==> config.mk <==
export PLATFORM = sky130hd
export DESIGN_NAME = uart_flowctl
export DESIGN_NICKNAME = d
export VERILOG_FILES = /design/src/rtl/uart_fc_pkg.sv /design/src/rtl/uart_fc_regs.sv /design/src/rtl/uart_fc_rts.sv /design/src/rtl/uart_fc_spchar.sv /design/src/rtl/uart_flowctl.sv
export SDC_FILE = /design/constraint.sdc
export NUM_CORES = 1
export LEC_CHECK = 0
export ABC_AREA = 1
export BUFFER_PORTS_ARGS = -buffer_cell sky130_fd_sc_hd__buf_2
export CAP_MARGIN = 20
export CORE_MARGIN = 1
export CORE_UTILIZATION = 47
export DETAILED_ROUTE_END_ITERATION = 6
export HOLD_SLACK_MARGIN = 0.06
export PLACE_DENSITY = 0.75
export SETUP_SLACK_MARGIN = 0.5
export SKIP_LAST_GASP = 1
export SYNTH_ARGS = -nofsm -noshare
export SYNTH_HDL_FRONTEND = slang
export SYNTH_SLANG_ARGS = --single-unit
==> constraint.sdc <==
create_clock -name clk -period 1.2 [get_ports clk]
set_clock_uncertainty 0.15 [all_clocks]
set_input_delay 0.24 -clock clk [delete_from_list [all_inputs] [get_ports clk]]
set_output_delay 0.24 -clock clk [all_outputs]
set_load 0.005 [all_outputs]
==> src/rtl/uart_fc_pkg.sv <==
package uart_fc_pkg;
  localparam int ADDR_W = 3;
  localparam logic [ADDR_W-1:0] A_IER  = 3'd0;
  localparam logic [ADDR_W-1:0] A_FCR  = 3'd1;
  localparam logic [ADDR_W-1:0] A_MCR  = 3'd2;
  localparam logic [ADDR_W-1:0] A_FEAT = 3'd3;
  localparam logic [ADDR_W-1:0] A_TCR  = 3'd4;
  localparam logic [ADDR_W-1:0] A_CMP  = 3'd5;
  localparam logic [ADDR_W-1:0] A_DLO  = 3'd6;
  localparam logic [ADDR_W-1:0] A_DHI  = 3'd7;
  localparam int F_CTS  = 7;
  localparam int F_RTS  = 6;
  localparam int F_SPC  = 5;
  localparam int F_WEN  = 4;
  localparam int IER_SLEEP = 4;
endpackage

==> src/rtl/uart_fc_regs.sv <==
module uart_fc_regs
  import uart_fc_pkg::*;
(
  input  logic              clk,
  input  logic              rst_n,
  input  logic              wr,
  input  logic [ADDR_W-1:0] addr,
  input  logic [7:0]        wdata,
  output logic [7:0]        ier,
  output logic [7:0]        fcr,
  output logic [7:0]        mcr,
  output logic [7:0]        feat,
  output logic [7:0]        tcr,
  output logic [7:0]        cmp,
  output logic [15:0]       div
);
  localparam logic [7:0] IER_PROT = 8'hF0;
  localparam logic [7:0] FCR_PROT = 8'h30;
  localparam logic [7:0] MCR_PROT = 8'hE0;

  logic [7:0]  ier_d, fcr_d, mcr_d, feat_d, tcr_d, cmp_d;
  logic [15:0] div_d;
  logic        wen, sleep;

  assign wen   = feat[F_WEN];
  assign sleep = ier[IER_SLEEP];

  function automatic logic [7:0] merge(input logic [7:0] old, input logic [7:0] nw,
                                       input logic [7:0] prot, input logic open);
    merge = open ? nw : ((old & prot) | (nw & ~prot));
  endfunction

  always_comb begin
    ier_d  = ier;
    fcr_d  = fcr;
    mcr_d  = mcr;
    feat_d = feat;
    tcr_d  = tcr;
    cmp_d  = cmp;
    div_d  = div;
    if (wr) begin
      unique case (addr)
        A_IER:  ier_d  = merge(ier, wdata, IER_PROT, wen);
        A_FCR:  fcr_d  = merge(fcr, wdata, FCR_PROT, wen);
        A_MCR:  mcr_d  = merge(mcr, wdata, MCR_PROT, wen);
        A_FEAT: feat_d = wdata;
        A_TCR:  tcr_d  = wdata;
        A_CMP:  cmp_d  = wdata;
        A_DLO:  if (!sleep) div_d[7:0]  = wdata;
        A_DHI:  if (!sleep) div_d[15:8] = wdata;
        default: ;
      endcase
    end
  end

  always_ff @(posedge clk or negedge rst_n) begin
    if (!rst_n) begin
      ier  <= '0;
      fcr  <= '0;
      mcr  <= '0;
      feat <= '0;
      tcr  <= '0;
      cmp  <= '0;
      div  <= '0;
    end else if (wr) begin
      ier  <= ier_d;
      fcr  <= fcr_d;
      mcr  <= mcr_d;
      feat <= feat_d;
      tcr  <= tcr_d;
      cmp  <= cmp_d;
      div  <= div_d;
    end
  end
endmodule

==> src/rtl/uart_fc_rts.sv <==
module uart_fc_rts #(
  parameter int LVL_W    = 7,
  parameter int SCALE_SH = 2
) (
  input  logic             clk,
  input  logic             rst_n,
  input  logic             en,
  input  logic [7:0]       tcr,
  input  logic [LVL_W-1:0] level,
  output logic             rts
);
  logic [LVL_W-1:0] halt_lvl, resume_lvl;
  logic             rts_d;

  assign halt_lvl   = LVL_W'(tcr[3:0]) << SCALE_SH;
  assign resume_lvl = LVL_W'(tcr[7:4]) << SCALE_SH;

  always_comb begin
    rts_d = rts;
    if (!en)                       rts_d = 1'b0;
    else if (level >= halt_lvl)    rts_d = 1'b1;
    else if (level <= resume_lvl)  rts_d = 1'b0;
  end

  always_ff @(posedge clk or negedge rst_n) begin
    if (!rst_n) rts <= 1'b0;
    else        rts <= rts_d;
  end
endmodule

==> src/rtl/uart_fc_spchar.sv <==
module uart_fc_spchar (
  input  logic       clk,
  input  logic       rst_n,
  input  logic       en,
  input  logic [7:0] cmp,
  input  logic       rx_valid,
  input  logic [7:0] rx_data,
  input  logic       rx_frame_err,
  input  logic       iir_rd,
  output logic       hit,
  output logic       flag
);
  logic flag_d, flag_ce;

  assign hit     = en && rx_valid && !rx_frame_err && (rx_data == cmp);
  assign flag_ce = hit || iir_rd;
  assign flag_d  = hit;

  always_ff @(posedge clk or negedge rst_n) begin
    if (!rst_n)       flag <= 1'b0;
    else if (flag_ce) flag <= flag_d;
  end
endmodule

==> src/rtl/uart_flowctl.sv <==
module uart_flowctl
  import uart_fc_pkg::*;
#(
  parameter int FIFO_DEPTH = 64,
  parameter int SCALE_SH   = 2,
  localparam int LVL_W     = $clog2(FIFO_DEPTH + 1)
) (
  input  logic              clk,
  input  logic              rst_n,
  input  logic              bus_wr,
  input  logic [ADDR_W-1:0] bus_addr,
  input  logic [7:0]        bus_wdata,
  input  logic              iir_rd,
  input  logic [LVL_W-1:0]  rx_level,
  input  logic              rx_valid,
  input  logic [7:0]        rx_data,
  input  logic              rx_frame_err,
  input  logic              cts,
  output logic              rts,
  output logic              tx_hold,
  output logic              spchar_flag,
  output logic [3:0]        swfc_mode,
  output logic [7:0]        ier_q,
  output logic [7:0]        fcr_q,
  output logic [7:0]        mcr_q,
  output logic [15:0]       divisor
);
  logic [7:0] feat, tcr, cmp;
  logic       spc_hit;

  uart_fc_regs u_regs (
    .clk(clk), .rst_n(rst_n), .wr(bus_wr), .addr(bus_addr), .wdata(bus_wdata),
    .ier(ier_q), .fcr(fcr_q), .mcr(mcr_q), .feat(feat), .tcr(tcr), .cmp(cmp),
    .div(divisor)
  );

  uart_fc_rts #(.LVL_W(LVL_W), .SCALE_SH(SCALE_SH)) u_rts (
    .clk(clk), .rst_n(rst_n), .en(feat[F_RTS]), .tcr(tcr), .level(rx_level),
    .rts(rts)
  );

  uart_fc_spchar u_spc (
    .clk(clk), .rst_n(rst_n), .en(feat[F_SPC]), .cmp(cmp), .rx_valid(rx_valid),
    .rx_data(rx_data), .rx_frame_err(rx_frame_err), .iir_rd(iir_rd),
    .hit(spc_hit), .flag(spchar_flag)
  );

  assign tx_hold   = feat[F_CTS] & cts;
  assign swfc_mode = feat[3:0];
endmodule

==> metrics.md <==
| Metric | Value |
|---|---|
| Result of the run | complete, but fails checks |
| Violated checks | negative hold slack, negative setup slack |
| Mean cell area of the mapped netlist | approximately 9 um2 |
| Global-route usage over all layers | between 20% and 30% |
| Final cycle utilization of the critical path | 115% |
| Root Driver | sky130_fd_sc_hd__clkbuf_8 |
| Depth of the CTS H-tree | 3 |
| Final ANT Viol Nets | 0 |
| Relative area change from synthesis to final layout | 67.5% |
| R2r setup slk | -0.15 ns |
| Number of standard cells after synthesis | approximately 320 |
| Worst-case reg-to-reg path depth | 6 |
| Total cell area at the placement stage | ~3600 um2 |
| P per Cell Area | roughly 1600 nW/um2 |
| DPL Wire Length | ~4700 um |
| Grt ovf | 0 |
| Drt pass-1 iters | 4 |
| Commonest cells after routing, fill and taps aside | sky130_fd_sc_hd__buf_2, sky130_fd_sc_hd__dfrtp_1, sky130_fd_sc_hd__nand2_1 |
| Final count of pins violating max slew | 0 |
| Worst Setup Slack, final | -0.185 ns |
| Fraction of final layout cells sized beyond drive strength 1 | around three fifths |
| Vias | 2886 |
| Cell Area, Synth | ~2900 um2 |
| Core Rows | 28 |
| Count of routing violations after the opening detailed-route iteration | 222 |
| Core outline area | approximately 6000 um2 |
| Most common cell after layout, fill and taps aside | sky130_fd_sc_hd__buf_2 |
| Top achievable clock speed | approximately 720 MHz |
| Shortest clock period the worst path allows after layout | 1.38 ns |
| Worst min-delay path class | input port to async pin |
| Unrepaired setup endpoints after global routing | yes |
| Static leakage power | between 2 and 2.5 nW |
| Number of top-level pins | 80 |
| Launch instance of the worst register-to-register path | u_regs.ier[4] |
| Max VDD drop | about 1.3 mV |
| Die Y | between 80 and 90 um |
| Most area-consuming cells after synthesis | sky130_fd_sc_hd__dfrtp_1, sky130_fd_sc_hd__nand2_1, sky130_fd_sc_hd__o21ai_0, sky130_fd_sc_hd__inv_1, sky130_fd_sc_hd__ha_1 |
| Worst hold-check slack | -0.280 ns |
| Worst Path Class, Setup | flip-flop to primary output |
| Initial core utilization | 49.1% |
| Maximum number of pins on one net before global-route repair | 67 |
| Arrival @ worst endpoint | roughly 1 ns |
| Clock sink count | 66 |
| Dpl ws | -0.233 ns |
| R2R Path End | u_regs.div[14] |
| Worst Setup SP | u_regs.ier[4] |
| Final Hold Vio Count | 67 |
| Share of the synthesized area in the top cell type | between 50% and 60% |
| Transition time of the tightest slew-check pin | approximately 0.47 ns |
| Number of synthesis warnings | 0 |
| Worst relative slew slack | roughly 69% |
| Number of storage elements in the synthesis netlist | 66 |
| Net count, final | roughly 510 |
| Post-synthesis cell type with the largest combined area | sky130_fd_sc_hd__dfrtp_1 |
| Max Fanout on Critical Path | 2 |
| Wire length of the first global-routing pass | between 10000 and 15000 um |
| Post-synth cell types | 25 |
| Initial antenna violation count | 0 |
| Count of buffers from port buffering | a little under 80 |
| Syn Nets | approximately 360 |
| Vias in the first global route | approximately 2.5k |
| DRC | 0 |
| CP startpoint kind | flip-flop |
| Max clock buf depth | 2 |
| Die area | between 6000 and 7000 um2 |
| Number of vias per cell after detailed routing | 5.28 |
| Crit path to | ier_q[4] |
| Final instance area | roughly 4900 um2 |
| Number of buffers added by the clock tree synthesis step | 9 |
| Die span in x | between 80 and 90 um |
| Source-to-sink clock delay at the later pin of the worst-skew pair | 0.35 ns |
| Setup Viol. Count Final | 64 |
| Sequential fraction of the synthesis area | 56.2% |
| Average wire length per cell after detail routing | about 18 um |
| Diode insertion count for antenna repair | 0 |
| Power consumption | 7.87 mW |
| Worst Path Required | 0.81 ns |
| Clock-pin transition on the worst setup and hold timing paths | 0.09 ns |
| Max-cap violations | 0 |
| Overall routed net length | between 10000 and 15000 um |
| Worst Setup End Kind | primary output |
| Utilization of the core after routing | between 80% and 90% |
| Final Wtd Congestion | approximately 0.80 |
| TritonCTS clock tree | built |
cells in the mapped netlist:
cell / instances
sky130_fd_sc_hd__or2_1: 1
sky130_fd_sc_hd__xor2_1: 2
sky130_fd_sc_hd__nand3_2: 1
sky130_fd_sc_hd__inv_1: 39
sky130_fd_sc_hd__nand2_4: 2
sky130_fd_sc_hd__nand4_1: 1
sky130_fd_sc_hd__nor3_1: 1
sky130_fd_sc_hd__a21oi_1: 2
sky130_fd_sc_hd__buf_6: 4
sky130_fd_sc_hd__o21ai_1: 9
sky130_fd_sc_hd__xnor2_1: 2
sky130_fd_sc_hd__nand3_1: 7
sky130_fd_sc_hd__inv_2: 2
sky130_fd_sc_hd__nor2_1: 12
sky130_fd_sc_hd__dfrtp_1: 66
sky130_fd_sc_hd__o21ai_0: 45
sky130_fd_sc_hd__ha_1: 8
sky130_fd_sc_hd__nand2_2: 6
sky130_fd_sc_hd__buf_2: 2
sky130_fd_sc_hd__nand3b_1: 1
sky130_fd_sc_hd__nand2_1: 91
sky130_fd_sc_hd__o21ai_2: 10
sky130_fd_sc_hd__nor2_4: 2
sky130_fd_sc_hd__buf_4: 4
sky130_fd_sc_hd__or2_2: 1
per-stage QoR:
stage | hold WS [ns] | std cells | setup TNS, ns
global route | -0.236 | 547 | -7.41
detailed placement | 0.133 | 480 | -9.97
floorplan | -0.206 | 321 | -0.0509
global placement | 0.130 | 480 | -9.07
CTS | -0.260 | 521 | -4.74
finish | -0.280 | 547 | -5.70
sequential cells by signal (all words and copies together) (netlist names):
register / cells
u_regs.cmp: 8
u_regs.feat: 8
u_regs.mcr: 8
u_rts.rts: 1
u_regs.fcr: 8
u_regs.ier: 8
u_regs.tcr: 8
u_regs.div: 16
u_spc.flag: 1
logic make-up (layout without fill, tap and decap cells):
kind of cell | Yosys count | after routing | synth area share (%)
buffers and inverters | 51 | 195 | 8.13
AO/OA/AOI/OAI | 66 | 66 | 12.5
flip-flops | 66 | 66 | 56.2
AND/OR/NAND/NOR | 126 | 133 | 18.6
adder cells (fa/ha/maj) | 8 | 8 | 3.41
XOR/XNOR | 4 | 4 | 1.19
repair_timing:
action | in CTS | in global routing
gates resized for setup | 74 | 86
setup endpoints to repair | 113 | 113
setup buffers | 20 | 24
hold endpoints to repair | 68 | 67
pin swaps | 45 | 32
gates cloned | 5 | 2
critical path: stages, from the launching register on:
cell                      delay [ns]
sky130_fd_sc_hd__dfrtp_1        0.41
sky130_fd_sc_hd__buf_6          0.14
sky130_fd_sc_hd__buf_6          0.10
power by group:
group / internal, mW / leakage, nW / switching, mW
Sequential: 2.71 / 0.833 / 0.386
Combinational: 1.38 / 1.52 / 1.23
Clock: 1.19 / 0.110 / 0.973
Total: 5.28 / 2.47 / 2.59
routing by layer:
layer | share of wire [%] | GRT usage (%) | vias to the layer above
met4 | 2.5 | 12.9 | 0
met2 | 53 | 42.6 | 120
met3 | 5.9 | 5.62 | 24
met5 | 0 | 0 | -
li1 | - | - | 1325
met1 | 39 | 32.2 | 1417
how the worst min path moves through the flow:
stage / from / endpoint / slack (ns) / cells after the start
after floorplan: rst_n / u_regs.cmp[0] / -0.21 / 0
after detailed placement: rst_n / u_regs.ier[2] / 0.13 / 2
after global routing: rst_n / u_regs.ier[3] / -0.24 / 2
after global placement: rst_n / u_regs.ier[2] / 0.13 / 2
final: rst_n / u_regs.ier[2] / -0.28 / 2
after CTS: rst_n / u_regs.ier[2] / -0.26 / 2
final cells by class:
type                            count  area [um2]
Tap cell                           75        93.8
Timing Repair Buffer              138        1100
Clock buffer                        9         124
Fill cell                         329        1070
Sequential cell                    66        1650
Multi-Input combinational cell    211        1640
Clock inverter                      7         103
Inverter                           41         214
Power figures use the tool's default switching activity.
